`config.mk`:
```
export PLATFORM = sky130hd
export DESIGN_NAME = seg_addr_gen
export DESIGN_NICKNAME = d
export VERILOG_FILES = /design/src/rtl/seg_addr_pkg.sv /design/src/rtl/sag_offset_unit.sv /design/src/rtl/sag_relocator.sv /design/src/rtl/seg_addr_gen.sv
export SDC_FILE = /design/constraint.sdc
export NUM_CORES = 1
export LEC_CHECK = 0
export CORE_ASPECT_RATIO = 0.9
export CORE_MARGIN = 2
export CORE_UTILIZATION = 45
export DETAILED_ROUTE_END_ITERATION = 6
export DONT_BUFFER_PORTS = 1
export PLACE_DENSITY = 0.67
export SLEW_MARGIN = 20
export SYNTH_ARGS = -nofsm -noshare
export SYNTH_HDL_FRONTEND = slang
export SYNTH_SLANG_ARGS = --single-unit
```
`constraint.sdc`:
```
create_clock -name clk -period 8 [get_ports clk]
set_input_delay 0.8 -clock clk [delete_from_list [all_inputs] [get_ports clk]]
set_output_delay 0.8 -clock clk [all_outputs]
set_load 0.02 [all_outputs]
```
`src/rtl/seg_addr_pkg.sv`:
```
package seg_addr_pkg;
  typedef enum logic [2:0] {
    AM_DIRECT   = 3'd0,
    AM_PTR      = 3'd1,
    AM_BASED    = 3'd2,
    AM_INDEXED  = 3'd3,
    AM_BASE_IDX = 3'd4
  } amode_e;
endpackage

```
`src/rtl/sag_offset_unit.sv`:
```
module sag_offset_unit
  import seg_addr_pkg::*;
#(
  parameter int OFS_W = 16
) (
  input  logic [2:0]       mode,
  input  logic [OFS_W-1:0] base_val,
  input  logic [OFS_W-1:0] index_val,
  input  logic [OFS_W-1:0] disp,
  output logic [OFS_W-1:0] ea,
  output logic             bad_mode
);
  logic use_base, use_index, use_disp;

  always_comb begin
    use_base  = 1'b0;
    use_index = 1'b0;
    use_disp  = 1'b0;
    bad_mode  = 1'b0;
    case (mode)
      AM_DIRECT:   use_disp = 1'b1;
      AM_PTR:      use_base = 1'b1;
      AM_BASED:    begin use_base = 1'b1; use_disp = 1'b1; end
      AM_INDEXED:  begin use_index = 1'b1; use_disp = 1'b1; end
      AM_BASE_IDX: begin use_base = 1'b1; use_index = 1'b1; use_disp = 1'b1; end
      default:     bad_mode = 1'b1;
    endcase
  end

  // three-input sum, carry past OFS_W discarded
  always_comb begin
    ea = (use_base  ? base_val  : '0)
       + (use_index ? index_val : '0)
       + (use_disp  ? disp      : '0);
  end
endmodule

```
`src/rtl/sag_relocator.sv`:
```
module sag_relocator #(
  parameter int OFS_W     = 16,
  parameter int SEG_W     = 16,
  parameter int SEG_SHIFT = 4,
  localparam int PHYS_W   = SEG_W + SEG_SHIFT
) (
  input  logic [SEG_W-1:0]  seg_val,
  input  logic [OFS_W-1:0]  ea,
  output logic [PHYS_W-1:0] phys
);
  logic [PHYS_W-1:0] seg_shifted;
  logic [PHYS_W-1:0] ea_wide;

  assign seg_shifted = {seg_val, {SEG_SHIFT{1'b0}}};

  generate
    if (PHYS_W > OFS_W) begin : g_zext
      assign ea_wide = {{(PHYS_W-OFS_W){1'b0}}, ea};
    end else begin : g_trunc
      assign ea_wide = ea[PHYS_W-1:0];
    end
  endgenerate

  assign phys = seg_shifted + ea_wide;
endmodule

```
`src/rtl/seg_addr_gen.sv`:
```
module seg_addr_gen #(
  parameter int OFS_W     = 16,
  parameter int SEG_W     = 16,
  parameter int SEG_SHIFT = 4,
  localparam int PHYS_W   = SEG_W + SEG_SHIFT
) (
  input  logic              clk,
  input  logic              rst,
  input  logic              req,
  input  logic [2:0]        mode,
  input  logic [OFS_W-1:0]  base_val,
  input  logic [OFS_W-1:0]  index_val,
  input  logic [OFS_W-1:0]  disp,
  input  logic [SEG_W-1:0]  seg_val,
  output logic              res_valid,
  output logic [OFS_W-1:0]  res_ea,
  output logic [PHYS_W-1:0] res_phys,
  output logic              res_err
);
  logic [OFS_W-1:0]  ea_c;
  logic              bad_c;
  logic [PHYS_W-1:0] phys_c;

  sag_offset_unit #(.OFS_W(OFS_W)) u_ofs (
    .mode(mode), .base_val(base_val), .index_val(index_val), .disp(disp),
    .ea(ea_c), .bad_mode(bad_c)
  );

  sag_relocator #(.OFS_W(OFS_W), .SEG_W(SEG_W), .SEG_SHIFT(SEG_SHIFT)) u_rel (
    .seg_val(seg_val), .ea(ea_c), .phys(phys_c)
  );

  always_ff @(posedge clk) begin
    if (rst) begin
      res_valid <= 1'b0;
      res_ea    <= '0;
      res_phys  <= '0;
      res_err   <= 1'b0;
    end else begin
      res_valid <= req;
      if (req) begin
        res_err  <= bad_c;
        res_ea   <= bad_c ? '0 : ea_c;
        res_phys <= bad_c ? '0 : phys_c;
      end
    end
  end

  a_r9_valid_after_req: assert property (@(posedge clk) disable iff (rst)
    req |=> res_valid);
  a_r9_no_spurious_valid: assert property (@(posedge clk) disable iff (rst)
    !req |=> !res_valid);
  a_r10_reset_clears: assert property (@(posedge clk)
    rst |=> (!res_valid && res_ea == '0 && res_phys == '0 && !res_err));
  a_r8_err_zero_addr: assert property (@(posedge clk) disable iff (rst)
    res_err |-> (res_ea == '0 && res_phys == '0));
  a_r8_err_tracks_mode: assert property (@(posedge clk) disable iff (rst)
    req |=> (res_err == ($past(mode) > 3'd4)));
  a_r11_hold_idle: assert property (@(posedge clk) disable iff (rst)
    !req |=> ($stable(res_ea) && $stable(res_phys) && $stable(res_err)));
endmodule

```
# Yosys cells after proc, flatten, opt, wreduce, memory -nomap -nowiden

Cells that the tools add are included.
Widths: inputs -> output; s select.

Word-level logic and storage cells: 25
Input bits: 70
Register bits: 38
Output and inout bits: 38

Eq/ne operators: 4
$add $sub $neg: 3
Muxes and demuxes: 9
Reductions and logical operators: 5

Operator list:

| kind               | count |
|---|---|
| $mux 16            | 4 |
| $add 16x16->16     | 2 |
| $add 20x16->20     | 1 |
| $mux 20            | 1 |
| $eq 3x2->1 const B | 2 |
| $reduce_or 5->1    | 1 |
| $mux 1             | 4 |
| $reduce_or 4->1    | 1 |
| $eq 3x1->1 const B | 1 |
| $eq 3x3->1 const B | 1 |
| $logic_not 3->1    | 1 |
| $reduce_or 3->1    | 1 |
| $reduce_or 2->1    | 1 |

# Logic depth before layout (Yosys ltp)

Gate-level depths: netlist of run 1.

Depth after elaboration: 8
Mapped depth: 21
Depth with buffers taken out: 20

# Modules after synthesis

A second synthesis of run 1 with hierarchy kept.

Cell total of the unflattened synthesis: 469
Area, all modules: 3749.8 µm²

Modules (own cells, without submodules):

| module          | seq. area each (µm²) | cells an instance | times used | area an instance (µm²) |
|---|---|---|---|---|
| seg_addr_gen    | 760.7                | 164               | 1          | 1571.5 |
| sag_offset_unit | 0.0                  | 195               | 1          | 1376.3 |
| sag_relocator   | 0.0                  | 110               | 1          | 802.0 |

# Worst setup path after synthesis of run 1

No wires, ideal clock.

Path kind: in2reg
Start point: input port mode[1]
End point: register res_phys[17]
Required time: 7940 ps
Path slack: 2836 ps
Library setup time: 60 ps
Cell stages on the path: 20
Data arrival time: 5105 ps
Buffers on the path: 2
Path through: buf_2 -> mux2i_1 -> clkbuf_1 -> nand2_1 -> fa_1 -> inv_1 -> ha_1 -> a21o_1 -> a21o_1 -> a221o_2 -> a31oi_4 -> o21ai_0 -> xnor2_1 -> ha_1 -> a21oi_1 -> o21ai_0 -> a21o_1 -> a41o_1 -> mux2_2 -> nand2_1

Longest elaborated chain between the ends: 8
Elaborated cells on any way between the ends: 19
Classes of those cells: add/sub (3); eq/ne (4); mux (7); reduce/logical (5)

Ends and longest elaborated chain:

| item                                                         | line                                         | RTL |
|---|---|---|
| from (decl)                                                  | seg_addr_gen.sv:10                           | `input logic [2:0] mode,` |
| $eq 3x1->1, or another cell as far along                     | sag_offset_unit.sv:20                        | `case (mode)` |
| $reduce_or 3->1 (no line) or $reduce_or 2->1 (tied branches) | -                                            |  |
| $mux 1                                                       | sag_offset_unit.sv:20                        |  |
| $mux 16 (on tied branches)                                   | sag_offset_unit.sv:32, sag_offset_unit.sv:33 |  |
| $add 16x16->16                                               | sag_offset_unit.sv:33                        | `+ (use_index ? index_val : '0)` |
| $add 16x16->16                                               | sag_offset_unit.sv:34                        | `+ (use_disp ? disp : '0);` |
| $add 20x16->20                                               | sag_relocator.sv:24                          | `assign phys = seg_shifted + ea_wide;` |
| $mux 20 *                                                    | seg_addr_gen.sv:44                           | `res_phys <= bad_c ? '0 : phys_c;` |
| to (signal assigned)                                         | seg_addr_gen.sv:44                           |  |
| to (decl)                                                    | seg_addr_gen.sv:17                           | `output logic [PHYS_W-1:0] res_phys,` |

Mark *: on every way between the ends. The rest lies on a longest branch, timed or not.
A chain may end at the register's enable or synchronous reset.

# Worst setup path after layout of run 1

Start point: input port mode[0]
End point: register res_phys[17]

Same word-level chain as after synthesis.

==> results by stage, run 1 <==
Status:
- The run finished with clean final reports.

Floorplan:
- The region available for standard cell placement spans just under 7000 sq um.
- The initialized floorplan defines 29 standard-cell rows.
- For this configuration, the core starts out at a cell density of 0.4584.
- The I/O pin count is 108.
- The vertical extent of the die is roughly 84 microns.
- The die covers roughly 7700 sq um.
- The chip width is between 90 and 100 microns.

Timing:
- The final period utilization is 0.6336.
- The post-route worst hold slack is between 0.5 and 0.6 ns.
- Setup total negative slack on the finished layout was measured at 0 ns.
- Setup violations remaining at the end of the flow were counted as 0.
- The smallest clock period supported by the final layout is computed as a little over 5 ns.
- The worst slew slack as a fraction of its limit is 0.3586.
- In the post-route analysis, the smallest setup slack over all paths is 2.931 ns.
- The number of endpoints with negative hold slack in the final report was 0.
- For the pin with the worst max-slew slack, the measured transition is around 0.96 ns.
- The largest clock skew in the final design is 0 ns.
- Setup repair after global routing left no endpoint under its margin.
- The maximum achievable frequency is 0.1973 GHz.
- The count of final max-slew check failures is 0.

Clocking:
- The clock drives 34 sinks.
- The clock insertion delay at the later pin of the skew report is ~0.29 ns.
- Buffers inserted to repair hold after CTS numbered 0.
- TritonCTS built the clock tree.
- The number of gates resized after CTS is 0.
- The H-tree depth reported by CTS is 2.
- The clock passes through at most 2 buffers.
- Clock-pin slew was measured on the worst setup and hold paths at roughly 0.070 ns.
- The CTS buffer count is 5.
- In this run the clock root is driven by a sky130_fd_sc_hd__clkbuf_8.
- Once the clock tree was built, the setup fixing pass inserted 0 buffers.

Yosys:
- Yosys printed 0 warnings.
- The number of cells produced by synthesis is 400.
- The primary flip-flop cell chosen by synthesis mapping is sky130_fd_sc_hd__dfxtp_1.
- The number of distinct library cells after synthesis is 56.
- The post-synth net total is roughly 500.
- Of the post-synthesis cell area, the dominant cell type holds 0.2143.
- Of the synthesized area, sequential elements account for 0.2143.
- By area the synthesized netlist is led by sky130_fd_sc_hd__dfxtp_1, sky130_fd_sc_hd__fa_1, sky130_fd_sc_hd__ha_1.
- In this run, synthesis inferred 0 flip-flops with an integrated enable.
- Synthesis inferred 34 register bits.
- Counting instances in the post-synthesis netlist gives the leading cell types as sky130_fd_sc_hd__nand2_1, sky130_fd_sc_hd__inv_1, sky130_fd_sc_hd__dfxtp_1.
- The synthesized area divided by synthesized cell count is between 7 and 8 sq um.
- The fraction of synthesis flops using an asynchronous set or reset pin is 0.
- Summed over all instances, the cell type with the most area after synthesis is sky130_fd_sc_hd__dfxtp_1.
- In the post-synthesis netlist, the cell with the most instances is sky130_fd_sc_hd__nand2_1.
- The post-synth design cell area is ~3200 sq um.

Power and ir drop:
- In this run the power density over the cells is 209.2 nW/um^2.
- The peak supply drop is around 0.066 mV.
- The leakage dissipation is between 1.5 and 2 nW.

Critical path:
- The kind of critical path is in -> reg.
- The cell seen most often among critical-path stages is sky130_fd_sc_hd__o21ai_0.
- The largest single stage delay on the critical path is around 0.50 ns.
- The slowest cell on the critical path is sky130_fd_sc_hd__fa_1.
- For flop-to-flop paths, the worst setup slack is approximately 7 ns.
- Together, buffers and inverters on the worst path number 1.
- The required time of the worst setup path is 8.23 ns.
- The destination of the critical timing path is res_phys[17].
- The logic depth of the worst setup path including buffers is 19.
- Counting cells, the worst reg-to-reg path comes to 2.
- The endpoint arrival time on the critical path is around 5.3 ns.
- The gate family responsible for the most delay along the worst path is compound AO/OA/AOI/OAI gates.
- The startpoint of the most critical register-to-register path is res_ea[3].
- In this run the worst path has a maximum fanout of 15.
- The critical path starts at mode[0].
- The terminus of the critical flop-to-flop path is res_ea[3].
- The kind of start point of the critical path is a primary input.
- Walking the worst path, the cells encountered are o21ai_0 -> o21a_1 -> nand2_1 -> fa_1 -> inv_1 -> ha_1 -> a21o_1 -> a21oi_1 -> o21ai_0 -> a211o_2 -> a21o_1 -> and2_1 -> ha_1 -> o21a_1 -> o21ai_0 -> a22oi_1 -> a41o_1 -> mux2_2 -> nand2_1.
- The critical path capture point type is a flip-flop.

Drt:
- The number of iterations in the first detailed-routing pass is 4.
- The routed length per placed instance is around 15 microns.
- The number of remaining DRC errors is 0.
- Across all layers, the routed design uses ~2700 vias.
- Dividing the detail-routed via count by the number of cells gives 5.638.
- The number of violations reported at the end of detailed-routing iteration 0 is 107.
- The sum of routed wire length over all layers is 7418 microns.
- The number of antenna-violating nets in the routed design is 0.

Final layout:
- The number of antenna repair diodes is 0.
- In the final layout, the share of cells above drive strength 1 is 0.05115.
- The layout net count is ~500.
- The layout-stage area growth over the synthesis result is 3.978%.

Global route:
- Entering global routing, the biggest net connects 17 pins.
- The number of global-route vias before repair is between 2000 and 3000.
- The number of antenna violations at the first check in global routing came to 0.
- The final global-route overflow total is 0.
- The overall fraction of global-route tracks in use is 0.1972.
- The global-route wire length before repair is between 10000 and 15000 microns.

Min path:
- The worst hold path belongs to the class reg -> reg.

Job:
- The total of max-cap violations is 0.

Placement:
- At the placement stage, the worst setup path has a slack of 2.205 ns.
- The wire-length estimate of the detail-placed layout is 6161 microns.
- Routability-driven placement finished with a final weighted congestion of around 0.85.
- Input and output buffers added on the ports amount to 0.
==> sequential cells by signal, summed over array words and instances, names as in the netlist <==
| register | flops |
|---|---|
| res_phys | 16 |
| res_ea | 16 |
| res_valid | 1 |
| res_err | 1 |
==> worst min-delay path by stage <==
stage                  from      endpoint  depth (start not counted)
2_1_floorplan  res_phys[16]  res_phys[16]                          2
3_3_place_gp   res_phys[18]  res_phys[18]                          2
3_5_place_dp   res_phys[18]  res_phys[18]                          2
4_1_cts                 rst   res_phys[5]                          1
5_1_grt                 rst     res_ea[2]                          1
6_report       res_phys[18]  res_phys[18]                          2
==> worst reg2reg max path, stage by stage, from the launching register on <==
cell and delay, ns:
sky130_fd_sc_hd__dfxtp_1 0.60, sky130_fd_sc_hd__a22oi_1 0.16, sky130_fd_sc_hd__nor2_1 0.11
==> logic make-up after synthesis <==
family	Yosys count	synth area share
AND/OR/NAND/NOR	134	0.1883
multiplexers	3	0.009846
buffers and inverters	57	0.07837
flip-flops	34	0.2143
adder cells (fa/ha/maj)	44	0.2135
XOR/XNOR	23	0.06341
AO/OA/AOI/OAI	105	0.2324
==> power breakdown <==
group	total, W	internal, W	switching, W
Sequential	0.000235	0.000191	0.0000441
Clock	0.000131	0.0000691	0.0000622
Combinational	0.000324	0.000138	0.000187
==> stage by stage <==
stage,power [W],cell area (sq um),std cells,util
6_report,0.0006912,3303,484,0.4766
5_1_grt,0.0007520,3303,484,0.4766
4_1_cts,0.0006980,3297,484,0.4757
3_5_place_dp,0.0005637,3202,476,0.4620
3_3_place_gp,0.0005551,3202,476,0.4620
2_1_floorplan,0.0005025,3177,400,-
==> cell type report <==
cell class / instances / area [sq um]
Multi-Input combinational cell: 309 / 2253
Clock buffer: 6 / 82.58
Clock inverter: 2 / 12.51
Inverter: 38 / 142.6
Tap cell: 93 / 116.4
Timing Repair Buffer: 2 / 15.01
Sequential cell: 34 / 680.7
Fill cell: 701 / 3627
==> metal layers <==
layer	part of all wire	track usage
met2	0.46	0.3212
met1	0.46	0.2676
met4	0.010	0.04206
met5	0	0
met3	0.077	0.04426
==> placed cells by master, fill, tap and decap left out, types with 2 or more instances in the layout <==
master	count
sky130_fd_sc_hd__buf_4	2
sky130_fd_sc_hd__fa_1	17
sky130_fd_sc_hd__dfxtp_1	34
sky130_fd_sc_hd__a22o_1	7
sky130_fd_sc_hd__nand2b_1	3
sky130_fd_sc_hd__a31oi_1	4
sky130_fd_sc_hd__inv_1	38
sky130_fd_sc_hd__nor3_1	4
sky130_fd_sc_hd__and2_1	6
sky130_fd_sc_hd__and3_1	2
sky130_fd_sc_hd__a21o_1	10
sky130_fd_sc_hd__o21bai_1	4
sky130_fd_sc_hd__a22oi_1	14
sky130_fd_sc_hd__o21ai_0	21
sky130_fd_sc_hd__ha_1	27
sky130_fd_sc_hd__clkbuf_8	6
sky130_fd_sc_hd__nand3_1	8
sky130_fd_sc_hd__nor2_1	33
sky130_fd_sc_hd__a32oi_1	2
sky130_fd_sc_hd__o21a_1	7
sky130_fd_sc_hd__a211oi_1	3
sky130_fd_sc_hd__or4_2	2
sky130_fd_sc_hd__nand2_1	63
sky130_fd_sc_hd__mux2i_1	2
sky130_fd_sc_hd__a21oi_1	16
sky130_fd_sc_hd__nand4_1	5
sky130_fd_sc_hd__a211o_1	2
sky130_fd_sc_hd__nor2b_1	2
sky130_fd_sc_hd__xnor2_1	13
sky130_fd_sc_hd__xor2_1	10
(Power assumes the default switching activity.)
==> run 2: changes to the inputs <==
- PLACE_DENSITY: 0.67 -> 0.69
- clock period: 8 -> 4.6 ns (I/O delays scaled with it)
==> run 2 against run 1 <==
Clock power grew 72%. Critical path depth is the same. Sequential power grew 74%. Worst setup slack worse by 2.7 ns. Combinational power increased by 93%. Register-to-register slack got worse by 3.4 ns. First-iteration DRC count decreased by 8.4%.
==> results by stage, run 2 (same netlist as run 1, synthesis figures left out) <==
Clocking:
- The count of clock tree sinks is 34 (unchanged).
- The number of buffers on the longest clock path is 2 (unchanged).
- The clock insertion delay at the later pin of the skew report is 0.28 ns (was 0.29 ns).
- The master cell of the clock root buffer is sky130_fd_sc_hd__clkbuf_8 (unchanged).
- The CTS buffer count was 5 (unchanged).
- The post-CTS clock slew at the launch and capture registers of the worst setup and hold paths is 0.07 ns (about the same).
- The TritonCTS clock tree is done (unchanged).
- The number of buffers added for setup after CTS is 0 (unchanged).
- The H-tree depth reported by CTS was 2 (unchanged).

Critical path:
- The largest stage delay on the critical path was 0.53 ns (was 0.50 ns).
- The critical path capture point type is a flip-flop (unchanged).
- The slowest cell on the critical path is sky130_fd_sc_hd__fa_1 (unchanged).
- The required time of the worst setup path was 4.83 ns (was 8.23 ns).
- The kind of start point of the critical path is a primary input (unchanged).
- The largest fanout on the critical path is 9 (was 15).
- The endpoint arrival time on the critical path is 4.59 ns (was 5.30 ns).
- The cell seen most often among critical-path stages is sky130_fd_sc_hd__a21o_1 (was sky130_fd_sc_hd__o21ai_0).
- Critical path, cell by cell: mux2i_4 -> buf_4 -> nand2_1 -> fa_1 -> inv_1 -> ha_4 -> a21o_1 -> a21o_1 -> a221o_2 -> a31oi_4 -> o21ai_0 -> xnor2_1 -> ha_1 -> a21oi_1 -> o21ai_0 -> a21o_1 -> a41o_1 -> mux2_2 -> nand2_1 (was o21ai_0 -> o21a_1 -> nand2_1 -> fa_1 -> inv_1 -> ha_1 -> a21o_1 -> a21oi_1 -> o21ai_0 -> a211o_2 -> a21o_1 -> and2_1 -> ha_1 -> o21a_1 -> o21ai_0 -> a22oi_1 -> a41o_1 -> mux2_2 -> nand2_1).
- The kind of critical path is in -> reg (unchanged).

Drt:
- The routed length per placed instance came to 14.70 microns (was 15.33 microns).
- The number of vias in the routed layout is 2780 (was 2729).
- The per-cell via count in the routed design was 5.440 (was 5.638).
- The sum of routed wire length over all layers is 7513 microns (was 7418 microns).
- The number of iterations in the first detailed-routing pass is 4 (unchanged).
- The number of remaining DRC errors is 0 (unchanged).
- The number of antenna-violating nets in the routed design is 0 (unchanged).
- The number of violations reported at the end of detailed-routing iteration 0 is 98 (was 107).

Timing:
- The worst setup slack after layout is 0.2320 ns (was 2.931 ns).
- The number of setup violations in the final report is 0 (unchanged).
- The final critical delay including setup and external delays is around 4.4 ns.
- In the finished design, the share of the clock period the worst path needs comes to 0.9496.
- Derived from the worst setup path, the maximum achievable clock frequency is roughly 0.23 GHz.
- The number of endpoints with negative hold slack in the final report is 0 (unchanged).
- RSZ-0062 raised after global routing: false (unchanged).
- The count of final max-slew check failures came to 0 (unchanged).
- The slew at the pin with the worst max-slew slack is 0.9671 ns (was 0.9585 ns).
- The largest clock skew in the final design is 0 ns (unchanged).
- The worst slew slack as a fraction of its limit is 0.3529 (was 0.3586).

Floorplan:
- The overall die area was 7749 sq um (unchanged).
- The starting density of the core was 0.4584 (unchanged).
- The chip width is 92.57 microns (unchanged).
- The area of the core is 6930 sq um (unchanged).
- The I/O pin count is 108 (unchanged).
- The vertical extent of the die is 83.71 microns (unchanged).
- The row count is 29 (unchanged).

Status:
- Outcome: completed (unchanged).

Final layout:
- The total of fill cells in the finished design is 686 (was 701).
- The fraction of layout cells with a size suffix above 1 is 0.1220 (was 0.05115).
- The layout net count is 531 (was 504).
- The commonest non-fill, non-tap cell in the layout is sky130_fd_sc_hd__nand2_1 (unchanged).
- The layout-stage area growth over the synthesis result was 11.58% (was 3.978%).
- The number of antenna repair diodes is 0 (unchanged).
- Largest registers in the final layout: res_ea: 16 flops, res_phys: 16 flops (unchanged).
- Leading cell types in the layout, fill and taps excluded: sky130_fd_sc_hd__nand2_1, sky130_fd_sc_hd__inv_1, sky130_fd_sc_hd__dfxtp_1 (unchanged).

Placement:
- The half-perimeter wire length after placement is 6335 microns (was 6161 microns).
- The setup slack after placement was -0.1107 ns (was 2.205 ns).
- The number of port buffers came to 0 (unchanged).
- The final weighted congestion in routability-driven placement is 0.8608 (was 0.8497).

Global route:
- The final global-route overflow total is 0 (unchanged).
- The global-route wire length before repair is 12740 microns (was 12500 microns).
- The number of global-route vias before repair is 2808 (was 2698).
- The number of antenna violations at the first check in global routing was 0 (unchanged).
- The pin count of the biggest net entering global routing is 17 (unchanged).
- The overall fraction of global-route tracks in use is 0.1993 (was 0.1972).

Power and ir drop:
- The leakage dissipation was 1.666 nW (was 1.537 nW).
- The total chip power was 0.001260 W (was 0.0006912 W).
- The peak supply drop is 0.1353 mV (was 0.06597 mV).
- The logic gate share of total power came to 0.497 (was 0.469).
- The power dissipated by switching net loads is 0.0005166 W (was 0.0002931 W).
- The total power divided by cell area was 355.4 nW/um^2 (was 209.2 nW/um^2).
- The fraction of power consumed by the clock network is 0.179 (was 0.190).
- The internal power summed over all cells came to 0.0007432 W (was 0.0003981 W).
- The fraction of power spent switching nets is 0.4101 (was 0.4240).
- The sequential group share of total power is 0.325 (was 0.341).

Min path:
- The path type of the worst min-delay path is in -> reg (was reg -> reg).

Job:
- The total of max-cap violations came to 0 (unchanged).
==> run 2: changes by cell type in the layout (fill, tap and decap cells not counted), sizes merged <==
cell	previous run	this run
clkbuf	6	7
clkinvlp	1	0
buf	2	29
==> run 2: path summary, 6_finish.rpt <==
check	from	endpoint	slack, ns	cells past startpoint
setup reg to reg	res_ea[3]	res_ea[3]	3.68	2
hold / removal	rst	res_ea[0]	0.24	1
setup / recovery	mode[1]	res_phys[17]	0.23	19
hold reg to reg	res_phys[16]	res_phys[16]	0.56	2
==> run 2: layout make-up <==
| cell class | instances | area (sq um) | share of cell area |
|---|---|---|---|
| well taps | 93 | 116.4 | 0.03283 |
| flip-flops and latches | 34 | 680.7 | 0.1920 |
| multi-input cells | 309 | 2296 | 0.6477 |
| inverters | 38 | 142.6 | 0.04024 |
| repair buffers | 29 | 217.7 | 0.06142 |
| clock buffers | 7 | 86.33 | 0.02436 |
| clock inverters | 1 | 5.005 | 0.001412 |
==> run 2: power groups by stage <==
stage	Sequential [W]	Clock [W]	Combinational (W)
detailed placement	0.000418	0	0.000621
floorplan	0.000404	0	0.000481
global placement	0.000416	0	0.000608
finish	0.000409	0.000225	0.000626
CTS	0.000411	0.000232	0.000626
global route	0.000414	0.000242	0.000713
==> run 2: what timing repair did <==
item	4_1_cts	5_1_grt
endpoints found under the hold margin	0	0
setup endpoints to repair	0	7
hold buffers	0	0
gates resized for setup	0	3
==> run 2: per-stage QoR <==
step	utilization	instance area (sq um)	hold slack, ns	cells	setup TNS (ns)
3_5_place_dp	0.4968	3443	0.5364	503	-0.2088
6_report	0.5115	3545	0.2402	511	0
4_1_cts	0.5100	3535	0.2330	511	0
3_3_place_gp	0.4968	3443	0.5346	503	-0.04215
5_1_grt	0.5115	3545	0.2247	511	0
2_1_floorplan	-	3251	0.5360	400	0
==> run 2: per-layer routing <==
layer	GRT usage	share of wire	vias to the layer above	routed length (microns)
met4	0.04885	0.0091	0	68
met2	0.3291	0.45	90	3369
met3	0.04517	0.076	6	570
met5	0	0	-	0
li1	-	-	1407	-
met1	0.2642	0.47	1277	3504
==> run 2: worst max-delay path, delay by kind of cell <==
family,cells,cell delay [ns]
multiplexers,2,0.59
XOR/XNOR,1,0.24
adder cells (fa/ha/maj),3,1.09
AND/OR/NAND/NOR,2,0.14
AO/OA/AOI/OAI,9,1.76
buffers and inverters,2,0.29
